### config.mk
export PLATFORM = sky130hd
export DESIGN_NAME = cmd_frame_serializer
export DESIGN_NICKNAME = d
export VERILOG_FILES = /design/src/rtl/cfs_pkg.sv /design/src/rtl/cfs_rst_sync.sv /design/src/rtl/cfs_capture.sv /design/src/rtl/cfs_seq.sv /design/src/rtl/cfs_byte_mux.sv /design/src/rtl/cmd_frame_serializer.sv
export SDC_FILE = /design/constraint.sdc
export NUM_CORES = 1
export LEC_CHECK = 0
export BUFFER_PORTS_ARGS = -buffer_cell sky130_fd_sc_hd__buf_2
export CELL_PAD_IN_SITES_DETAIL_PLACEMENT = 1
export CELL_PAD_IN_SITES_GLOBAL_PLACEMENT = 2
export CORE_AREA = 5 5 82 103
export DETAILED_ROUTE_END_ITERATION = 10
export DIE_AREA = 0 0 87 108
export GPL_TIMING_DRIVEN = 0
export PLACE_DENSITY = 0.79
export SYNTH_ARGS = -nofsm -noshare
export SYNTH_HDL_FRONTEND = slang
export SYNTH_SLANG_ARGS = --single-unit
### constraint.sdc
create_clock -name clk_i -period 1.3 [get_ports clk_i]
set_input_delay 0 -clock clk_i [delete_from_list [all_inputs] [get_ports clk_i]]
set_output_delay 0 -clock clk_i [all_outputs]
set_load 0.01 [all_outputs]
### src/rtl/cfs_pkg.sv
package cfs_pkg;
  localparam int unsigned BYTE_W = 8;
  typedef logic [BYTE_W-1:0] byte_t;
  localparam byte_t SYNC_HI_DEF = 8'h55;
  localparam byte_t SYNC_LO_DEF = 8'hA5;
  localparam byte_t TRAIL_DEF   = 8'hF0;
endpackage

### src/rtl/cfs_rst_sync.sv
module cfs_rst_sync (
  input  logic clk_i,
  input  logic rst_ni,
  output logic rst_sync_no
);
  logic stage_q, out_q;

  always_ff @(posedge clk_i or negedge rst_ni) begin
    if (!rst_ni) begin
      stage_q <= 1'b0;
      out_q   <= 1'b0;
    end else begin
      stage_q <= 1'b1;
      out_q   <= stage_q;
    end
  end

  assign rst_sync_no = out_q;
endmodule

### src/rtl/cfs_capture.sv
module cfs_capture #(
  parameter int unsigned PERIOD_W = 32,
  parameter int unsigned PAT_W    = 8
) (
  input  logic                clk_i,
  input  logic                rst_ni,
  input  logic                load_i,
  input  logic [PERIOD_W-1:0] period_i,
  input  logic [PAT_W-1:0]    pattern_i,
  output logic [PERIOD_W-1:0] period_q_o,
  output logic [PAT_W-1:0]    pattern_q_o
);
  logic [PERIOD_W-1:0] period_d, period_q;
  logic [PAT_W-1:0]    pattern_d, pattern_q;

  always_comb begin
    period_d  = period_q;
    pattern_d = pattern_q;
    if (load_i) begin
      period_d  = period_i;
      pattern_d = pattern_i;
    end
  end

  always_ff @(posedge clk_i or negedge rst_ni) begin
    if (!rst_ni) begin
      period_q  <= '0;
      pattern_q <= '0;
    end else begin
      period_q  <= period_d;
      pattern_q <= pattern_d;
    end
  end

  assign period_q_o  = period_q;
  assign pattern_q_o = pattern_q;
endmodule

### src/rtl/cfs_seq.sv
module cfs_seq #(
  parameter int unsigned FRAME_LEN = 8,
  localparam int unsigned IDX_W    = $clog2(FRAME_LEN)
) (
  input  logic             clk_i,
  input  logic             rst_ni,
  input  logic             start_i,
  input  logic             ready_i,
  output logic             load_o,
  output logic             busy_o,
  output logic             valid_o,
  output logic [IDX_W-1:0] idx_o,
  output logic             done_o
);
  localparam logic [IDX_W-1:0] LAST_IDX = IDX_W'(FRAME_LEN - 1);

  logic             busy_d, busy_q;
  logic             done_d, done_q;
  logic [IDX_W-1:0] idx_d, idx_q;
  logic             take, at_last, load;

  always_comb begin
    load    = start_i && !busy_q;
    take    = busy_q && ready_i;
    at_last = (idx_q == LAST_IDX);
    busy_d  = busy_q;
    idx_d   = idx_q;
    done_d  = 1'b0;
    if (load) begin
      busy_d = 1'b1;
      idx_d  = '0;
    end else if (take) begin
      if (at_last) begin
        busy_d = 1'b0;
        idx_d  = '0;
        done_d = 1'b1;
      end else begin
        idx_d  = idx_q + 1'b1;
      end
    end
  end

  always_ff @(posedge clk_i or negedge rst_ni) begin
    if (!rst_ni) begin
      busy_q <= 1'b0;
      idx_q  <= '0;
      done_q <= 1'b0;
    end else begin
      busy_q <= busy_d;
      idx_q  <= idx_d;
      done_q <= done_d;
    end
  end

  assign load_o  = load;
  assign busy_o  = busy_q;
  assign valid_o = busy_q;
  assign idx_o   = idx_q;
  assign done_o  = done_q;

  assert_hold_idx_R3: assert property (@(posedge clk_i) disable iff (!rst_ni)
    (valid_o && !ready_i) |=> (valid_o && $stable(idx_o)));

  assert_done_single_R5: assert property (@(posedge clk_i) disable iff (!rst_ni)
    done_o |=> !done_o);

  assert_start_begins_R2: assert property (@(posedge clk_i) disable iff (!rst_ni)
    (start_i && !busy_o) |=> (busy_o && idx_o == '0));

  assert_done_after_take_R5: assert property (@(posedge clk_i) disable iff (!rst_ni)
    (busy_o && ready_i && idx_o == LAST_IDX) |=> (done_o && !busy_o));
endmodule

### src/rtl/cfs_byte_mux.sv
module cfs_byte_mux
  import cfs_pkg::*;
#(
  parameter int unsigned PERIOD_W  = 32,
  parameter byte_t       SYNC_HI   = SYNC_HI_DEF,
  parameter byte_t       SYNC_LO   = SYNC_LO_DEF,
  parameter byte_t       TRAIL     = TRAIL_DEF,
  localparam int unsigned PER_BYTES = PERIOD_W / BYTE_W,
  localparam int unsigned FRAME_LEN = PER_BYTES + 4,
  localparam int unsigned IDX_W     = $clog2(FRAME_LEN)
) (
  input  logic [IDX_W-1:0]    idx_i,
  input  logic [PERIOD_W-1:0] period_i,
  input  byte_t               pattern_i,
  output byte_t               byte_o
);
  byte_t lanes [FRAME_LEN];

  assign lanes[0] = SYNC_HI;
  assign lanes[1] = SYNC_LO;

  for (genvar g = 0; g < PER_BYTES; g++) begin : g_period_lane
    assign lanes[2+g] = period_i[g*BYTE_W +: BYTE_W];
  end

  assign lanes[FRAME_LEN-2] = pattern_i;
  assign lanes[FRAME_LEN-1] = TRAIL;

  assign byte_o = lanes[idx_i];
endmodule

### src/rtl/cmd_frame_serializer.sv
module cmd_frame_serializer
  import cfs_pkg::*;
#(
  parameter int unsigned PERIOD_W  = 32,
  localparam int unsigned PER_BYTES = PERIOD_W / BYTE_W,
  localparam int unsigned FRAME_LEN = PER_BYTES + 4,
  localparam int unsigned IDX_W     = $clog2(FRAME_LEN)
) (
  input  logic                clk_i,
  input  logic                rst_ni,
  input  logic                start_i,
  input  logic [PERIOD_W-1:0] period_i,
  input  logic [BYTE_W-1:0]   pattern_i,
  output logic [BYTE_W-1:0]   tx_byte_o,
  output logic                tx_valid_o,
  input  logic                tx_ready_i,
  output logic                busy_o,
  output logic                done_o
);
  logic                rst_n;
  logic                load;
  logic [IDX_W-1:0]    idx;
  logic [PERIOD_W-1:0] period_q;
  byte_t               pattern_q;

  cfs_rst_sync u_rst (
    .clk_i      (clk_i),
    .rst_ni     (rst_ni),
    .rst_sync_no(rst_n)
  );

  cfs_seq #(.FRAME_LEN(FRAME_LEN)) u_seq (
    .clk_i  (clk_i),
    .rst_ni (rst_n),
    .start_i(start_i),
    .ready_i(tx_ready_i),
    .load_o (load),
    .busy_o (busy_o),
    .valid_o(tx_valid_o),
    .idx_o  (idx),
    .done_o (done_o)
  );

  cfs_capture #(.PERIOD_W(PERIOD_W), .PAT_W(BYTE_W)) u_cap (
    .clk_i      (clk_i),
    .rst_ni     (rst_n),
    .load_i     (load),
    .period_i   (period_i),
    .pattern_i  (pattern_i),
    .period_q_o (period_q),
    .pattern_q_o(pattern_q)
  );

  cfs_byte_mux #(.PERIOD_W(PERIOD_W)) u_mux (
    .idx_i    (idx),
    .period_i (period_q),
    .pattern_i(pattern_q),
    .byte_o   (tx_byte_o)
  );

  assert_byte_hold_R3: assert property (@(posedge clk_i) disable iff (!rst_n)
    (tx_valid_o && !tx_ready_i) |=> $stable(tx_byte_o));

  assert_busy_start_ignored_R6: assert property (@(posedge clk_i) disable iff (!rst_n)
    (busy_o && start_i) |=> ($stable(period_q) && $stable(pattern_q)));

  assert_no_valid_idle_R4: assert property (@(posedge clk_i) disable iff (!rst_n)
    (!busy_o) |-> !tx_valid_o);

  assert_header_first_R1: assert property (@(posedge clk_i) disable iff (!rst_n)
    (start_i && !busy_o) |=> (tx_byte_o == SYNC_HI_DEF));
endmodule

# Yosys cells after proc, flatten, opt, wreduce, memory -nomap -nowiden
# Cells that the tools add are included.
# classes
bitwise	1
addsub	1
order_cmp	1
eq_ne	1
n_reduce_logical	6
n_mux	12
# ops
cell	count
$bmux W8 S3	1
$mux W8	2
$mux W3	3
$mux W1	6
$ge A4 B4 Y1 const B	1
$not A3 Y4	1
$reduce_bool A2 Y1	2
$add A3 B1 Y3 const B	1
$eq A3 B3 Y1 const B	1
$logic_and A1 B1 Y1	2
$reduce_and A2 Y1	1
$logic_not A1 Y1	1
# word_totals
register_bits	47
elab_cells	29

# Longest topological paths before layout
# Gate-level depths: netlist of the first run.
# logic_depth
depth_word	4
depth_mapped	4

# Hierarchy
# A second synthesis of the first run with hierarchy kept.
# hier_totals
hier_cells	158
hier_area_um2	2188.3
# by_module_without_submodules
module	n_inst	cells_each	area_each_um2
cfs_capture	1	84	1496.4
cfs_byte_mux	1	52	387.9
cfs_seq	1	19	250.2
cfs_rst_sync	1	3	53.8

# Least setup slack after synthesis of the first run
# Ideal clock, no wire load.
# synth_path
kind	register -> register
startpoint	register u_seq.busy_q, in the netlist u_seq.busy_o
endpoint	register u_cap.pattern_q[0], in the netlist u_cap.pattern_q_o[0]
stages_incl_launch_ff	5
path_slack_ns	-0.090
t_arrival_ns	1.265
required_ns	1.175
synth_period_minus_slack_ns	1.390
n_path_buf	2
path_cell_list	dfrtp_1 > buf_6 > nor2b_4 > buf_12 > mux2_4
# synth_via
elab_chain_cells	2
# synth_rtl
element	line_no	rtl
start, declared	cfs_seq.sv:17	logic busy_d, busy_q;
start signal, assigned	cfs_seq.sv:49	busy_q <= busy_d;
$logic_not A1 Y1	cfs_seq.sv:23	load = start_i && !busy_q;
$logic_and A1 B1 Y1	cfs_seq.sv:23	
end signal, assigned	cfs_capture.sv:31	pattern_q <= pattern_d;
end, declared	cfs_capture.sv:14	logic [PAT_W-1:0] pattern_d, pattern_q;
# Every way passes these cells.
# A chain may end at the register's enable or synchronous reset.

# Worst setup path after layout of the first run
# layout_path
startpoint	register u_seq.idx_q[0], in the netlist u_seq.idx_o[0]
endpoint	output port tx_byte_o[0]
# layout_via
elab_chain_cells	4
# layout_rtl
element	line_no	rtl
start, declared	cfs_seq.sv:19	logic [IDX_W-1:0] idx_d, idx_q;
start signal, assigned	cfs_seq.sv:50	idx_q <= idx_d;
$not A3 Y4 (implied by the code)	cfs_byte_mux.sv:29	assign byte_o = lanes[idx_i];
$bmux W8 S3	cfs_byte_mux.sv:29	
$mux W8 (implied by the code) (2 in a row)	cfs_byte_mux.sv:29	
end, declared	cmd_frame_serializer.sv:14	output logic [BYTE_W-1:0] tx_byte_o,
# Every way passes these cells. The select of a mux whose other input is x is not followed.

==> out/metrics.yaml, run 1 <==
dieArea_sq_um: 9400
peakVddDrop_mv: 0.907
antenna_left: 0
dr.pass1.iters: 4
synthFlopType: "dfrtp_1"
grt_overflow: 0
die_x_um: 87
gp_congestion: 0.745
area_growth_pct: 49.9
min_to: "u_seq.idx_o[2]"
grt_max_degree: 46
yosys_warnings: 0
yosys.area.top_type_share_pct: 49.9
path_cells: "buf_6 -> mux2i_1 -> or2_1 -> a32oi_2 -> buf_2"
grt_pass1_wl_um: 10100
tightestPinTransition_ns: 0.592
wl_per_cell_um: 17.0
ios: 55
critical_path.slowest_cell: "dfrtp_2"
fin_ws_ns: -0.384
rsz0062_at_grt: "true"
clock_skew_ns: 0.00713
yosysTopAreaCell: "dfrtp_1"
ys_ff_latch: 47
via_per_inst: 4.67
drv_slew: 0
synth_fp_nets: 204
r2r_end: "u_cap.period_q_o[23]"
power_mw: 7.05
n_fill_cell: 749
hp-class: "input pin to register"
async_flop_share_pct: 100
track_usage_pct: 14.2
num_antenna_cells: 0
place_inst: 304
violations: "negative setup slack"
fmax_mhz: 594
worst_r2r_startpoint: "u_seq.busy_o"
route.met2.wl_um: 3170
leakagePower_nw: 1.62
period_share_pct: 130
syn_area_per_cell_sq_um: 14.9
drt_iter0_drc: 71
netlist_area_sq_um: 2350
coreArea_sq_um: 7310
hold_depth: 2
cts_tree: "done"
outcome: "finished with violations"
path_class: "register to output pin"
io_buffers: 54
power_density_nw_per_um2: 2000
hpwl_um: 3960
clock_path_buffers: 2
final-instance-count-excl-fill: 367
synth-edff-count: 0
synthCells: 158
hold_viol: 0
worstPathMaxFanout: 5
nNetsFinal: 320
num_vias: 1714
drive_gt1_share_pct: 52.4
routed_wl_um: 6250
start_util_pct: 32.2
ys_top_cells_by_area: "dfrtp_1 50%, mux2_4 26%, buf_12 3.4%"
clkTransAtPathRegs_ns: 0.09
setup_viol: 18
synth_cell_type_count: 28
cap_violations: 0
cts-htree-levels: 2
cp.required_ns: 1.30
wl_met1_um: 2700
drcViolationCount: 0
critPathMaxStageDelay_ns: 0.46
clk-insertion-delay-late_ns: 0.30
grt_pass1_vias: 2021
cts.sinks: 47
critical_path_buf_inv_count: 2
highest_layer: "met4"
row_count: 35
crit_arrival_ns: 1.68
fin_crit_ns: 1.68
wl_met3_um: 285
startpoint_type: "register"
hp-start: "tx_ready_i"
worst_r2r_path_depth: 5
antenna_found_initial: 0
numCtsBuffers: 5
crit_family: "flip-flops"
die_h_um: 108
yosysMostFrequentCell: "dfrtp_1"
seq_area_frac_synth_pct: 49.9
reg2reg_slack_ns: -0.06
endpoint_kind: "output pin"
synth_common_cells: "47 x dfrtp_1, 40 x mux2_4, 7 x mux2i_1"
slew-limit-headroom_pct: 60.5
clockRootBuffer: "clkbuf_8"
[logic make-up (layout without fill, tap and decap cells)]
| group | after synthesis | count (layout) | synth area share, % |
|---|---|---|---|
| simple gates | 22 | 22 | 5.53 |
| other cells | 1 | 1 | 0.159 |
| mux | 53 | 53 | 31.3 |
| buf+inv | 12 | 129 | 5.69 |
| compound gates | 21 | 21 | 6.27 |
| flops | 47 | 47 | 49.9 |
| fa+ha+maj | 2 | 2 | 1.06 |
[where the power goes]
| part | switching [mW] | internal [mW] |
|---|---|---|
| logic | 1.37 | 2.09 |
| registers | 0.485 | 2.13 |
| clock network | 0.491 | 0.484 |
[worst max-delay path by stage]
stage               cells past startpoint  slack (ns)            from                   end
finish                                  5       -0.38  u_seq.idx_o[0]          tx_byte_o[0]
global route                            5       -0.47  u_seq.idx_o[0]          tx_byte_o[2]
CTS                                     5       -0.38  u_seq.idx_o[0]          tx_byte_o[0]
detailed placement                      4       -0.15    u_seq.busy_o  u_cap.period_q_o[23]
global placement                        4       -0.12    u_seq.busy_o   u_cap.period_q_o[3]
floorplan                               4       -0.09    u_seq.busy_o  u_cap.pattern_q_o[0]
[state kept, by name, summed over array words and instances, names as in the netlist]
signal and count:
u_seq.done_o 1, u_seq.busy_o 1, u_cap.period_q_o 32, u_seq.idx_o 3
u_rst.rst_sync_no 1, u_rst.stage_q 1, u_cap.pattern_q_o 8
[cell type report]
class / count / area (sq um) / share of cell area [%]
buffer: 8 / 93.8 / 2.66
clock buffer: 7 / 96.3 / 2.73
clock inverter: 1 / 7.51 / 0.213
inverter: 1 / 3.75 / 0.106
multi-input combinational: 99 / 1130 / 31.9
sequential: 47 / 1180 / 33.5
tap: 92 / 115 / 3.26
timing repair buffer: 112 / 905 / 25.6
[placed cells by master, fill, tap and decap left out, types with 3 or more instances in the layout]
cell type,n
nand2_1,4
a21oi_1,5
dlygate4sd3_1,43
buf_4,7
a32o_1,3
buf_2,55
mux2_4,42
buf_6,6
clkbuf_8,7
mux2_1,3
buf_12,5
or2_0,3
buf_8,3
dfrtp_1,44
mux2i_1,7
nand2b_1,4
[metrics by stage]
step	utilization (%)	area [sq um]	setup TNS [ns]	setup WS (ns)	hold slack, ns
after floorplan	-	2360	-3.60	-0.0900	-0.296
after global placement	37.5	2740	-5.00	-0.119	-0.214
after detailed placement	37.5	2740	-6.04	-0.148	-0.214
after CTS	48.6	3550	-6.61	-0.380	0.0111
after global routing	48.3	3530	-5.40	-0.468	0.0290
final	48.3	3530	-3.21	-0.384	0.0240
[layer usage]
metal	GRT usage, %	vias up
met2	23.2	39
li1	-	800
met1	18.0	867
met3	3.51	8
met4	5.01	0
met5	0	-
[timing repair]
action                                  CTS  global route
hold endpoints to repair                 43             2
cloned                                    4             1
pin swaps                                 6             4
hold buffers                             42             1
endpoints found under the setup margin   48            51
gates resized for setup                  18            22
buffers inserted                         12             1
Note: power is estimated with default switching activity, not from simulation.
==> run 2, diff against run 1 <==
--- a/config.mk
+++ b/config.mk
@@ -12,7 +12,8 @@
 export DETAILED_ROUTE_END_ITERATION = 10
 export DIE_AREA = 0 0 87 108
 export GPL_TIMING_DRIVEN = 0
-export PLACE_DENSITY = 0.79
+export MAX_ROUTING_LAYER = met4
+export PLACE_DENSITY_LB_ADDON = 0.1
 export SYNTH_ARGS = -nofsm -noshare
 export SYNTH_HDL_FRONTEND = slang
 export SYNTH_SLANG_ARGS = --single-unit
==> run 2 against run 1 <==
Effect of this change:
- the flow still finishes with violations (negative setup slack)
- via count decreased by 2.9%
- cell count increased by 0.82%
- sequential cell count unchanged
- critical path depth unchanged
- total power decreased by 0.75%
- worst setup slack improved by 0.012 ns
- register-to-register slack got worse by 0.08 ns
- count of clock-buffer cells in the layout increased by 1
- wire length increased by 2.5%
- global-route usage increased by 0.54 points
- fmax increased by 0.72%
- critical path type unchanged
- largest power group unchanged
==> out/metrics.yaml, run 2 (synthesis gave the netlist of run 1 again) <==
outcome: "finished with violations"
violations: "negative setup slack"
cap_violations: 0  # unchanged
grt_max_degree: 46  # unchanged
wl_per_cell_um: 17.3  # +1.7%
power_mw: 6.99  # -0.75%
worstPathMaxFanout: 5  # unchanged
period_share_pct: 129  # -0.93 points
antenna_found_initial: 0  # unchanged
die_h_um: 108  # unchanged
grt_pass1_wl_um: 10200  # +1.5%
layout_common_cells: "56 x buf_2, 45 x dfrtp_1, 42 x dlygate4sd3_1"
routed_wl_um: 6410  # +2.5%
peakVddDrop_mv: 0.673  # -26%
wl_met3_um: 185  # -35%
cp.required_ns: 1.30  # about the same
regArea_sq_um: 1180  # -0.11%
clockRootBuffer: "clkbuf_8"
cts.sinks: 47  # unchanged
clk-insertion-delay-late_ns: 0.29  # about the same
tightestPinTransition_ns: 0.611  # +0.0190 ns
area_growth_pct: 50.7
critPathMaxStageDelay_ns: 0.45  # about the same
drcViolationCount: 0  # unchanged
startpoint_type: "register"
wl_met1_um: 2700  # +0.19%
post-route-util_pct: 48.5  # +0.27 points
clkTransAtPathRegs_ns: 0.09  # about the same
cts-htree-levels: 2  # unchanged
multi_input_area_sq_um: 1090  # -2.8%
dieArea_sq_um: 9400  # unchanged
drv_slew: 0  # unchanged
largest_reg_flops: 32  # unchanged
fmax_mhz: 598  # +0.72%
coreArea_sq_um: 7310  # unchanged
highest_layer: "met4"
place_inst: 304  # unchanged
fin_area_sq_um: 3550  # +0.57%
fin_ws_ns: -0.372  # +0.0120 ns
crit_arrival_ns: 1.67  # about the same
drt_iter0_drc: 69  # -2.8%
cts_tree: "done"
grt_pass1_vias: 1939  # -4.1%
drive_gt1_share_pct: 51.8  # -0.57 points
setup_viol: 48  # +30
numCtsBuffers: 5  # unchanged
io_buffers: 54  # unchanged
ios: 55  # unchanged
final-instance-count-excl-fill: 370  # +0.82%
route.met2.wl_um: 3470  # +9.3%
hpwl_um: 4260  # +7.7%
preCtsSetupSlack_ns: -0.149  # -0.00116 ns
crit_family: "flip-flops"
path_cells: "buf_6 -> mux2i_1 -> or2_0 -> a32oi_1 -> buf_2"
placed_cell_area_sq_um: 2740  # unchanged
n_fill_cell: 762  # +1.7%
hold_viol: 0  # unchanged
power_density_nw_per_um2: 1970  # -1.3%
critical_path.slowest_cell: "dfrtp_2"
path_class: "register to output pin"
track_usage_pct: 14.7  # +0.54 points
rsz0062_at_grt: "true"
clock_path_buffers: 2  # unchanged
die_x_um: 87  # unchanged
antenna_left: 0  # unchanged
via_per_inst: 4.50  # -3.7%
layout_commonest_cell: "buf_2"
start_util_pct: 32.2  # unchanged
num_vias: 1664  # -2.9%
row_count: 35  # unchanged
leakagePower_nw: 1.64  # +1.2%
fin_crit_ns: 1.67  # -0.0120 ns
critical_path_buf_inv_count: 2  # unchanged
grt_overflow: 0  # unchanged
clock_skew_ns: 0.00574  # -0.00139 ns
dr.pass1.iters: 3  # -1
hp-class: "input pin to async pin"
slew-limit-headroom_pct: 59.3  # -1.3 points
nNetsFinal: 323  # +0.94%
endpoint_kind: "output pin"
gp_congestion: 0.744  # about the same
num_antenna_cells: 0  # unchanged
==> run 2: cell types whose count changed in the layout (fill, tap and decap cells not counted), sizes merged <==
cell,change
buf,+4
clkbuf,+1
clkinvlp,-1
dlygate4sd3,-1
==> run 2: power by group <==
part | internal (mW) | total [mW] | switching, mW
Combinational | 2.07 | 3.42 | 1.35
Sequential | 2.13 | 2.60 | 0.474
Clock | 0.486 | 0.968 | 0.482
==> run 2: per-layer routing <==
metal  vias up  global-route usage [%]
met5         -                       -
met4         0                    3.23
met3         5                    2.59
met2        33                    26.2
met1       821                    17.1
li1        805                       -
==> run 2: repair_timing <==
| action | in CTS | in global routing |
|---|---|---|
| resized for setup | 17 | 9 |
| setup buffers | 9 | 4 |
| endpoints found under the hold margin | 43 | 0 |
| endpoints found under the setup margin | 48 | 89 |
| hold buffers | 42 | 0 |
| gates cloned | 5 | 0 |
| pin swaps | 5 | 2 |
==> run 2: path summary, 6_finish.rpt <==
kind | from | to | cells past startpoint | slack [ns]
max in group asynchronous | u_rst.rst_sync_no | u_seq.idx_o[0] | 0 | 0.50
worst max-delay path | u_seq.idx_o[0] | tx_byte_o[2] | 5 | -0.37
min in group clk_i | tx_ready_i | u_seq.idx_o[2] | 2 | 0.03
worst min-delay path | rst_ni | u_rst.rst_sync_no | 2 | 0.02
worst max register to register | u_seq.busy_o | u_cap.period_q_o[31] | 6 | -0.14
worst min register to register | u_rst.rst_sync_no | u_cap.period_q_o[1] | 0 | 0.33
==> run 2: cell type report <==
cell class	count	area share (%)
clock buffer	8	2.82
inverter	1	0.106
buffer	11	3.81
multi-input combinational	99	30.8
sequential	47	33.3
timing repair buffer	112	25.9
tap	92	3.24
==> run 2: per-stage QoR <==
| stage | hold WS, ns | setup TNS [ns] |
|---|---|---|
| final | 0.0151 | -5.77 |
| after CTS | 0.0145 | -5.91 |
| after detailed placement | -0.214 | -6.07 |
| after global placement | -0.215 | -4.99 |
| after global routing | 0.00235 | -8.50 |
| after floorplan | -0.296 | -3.60 |
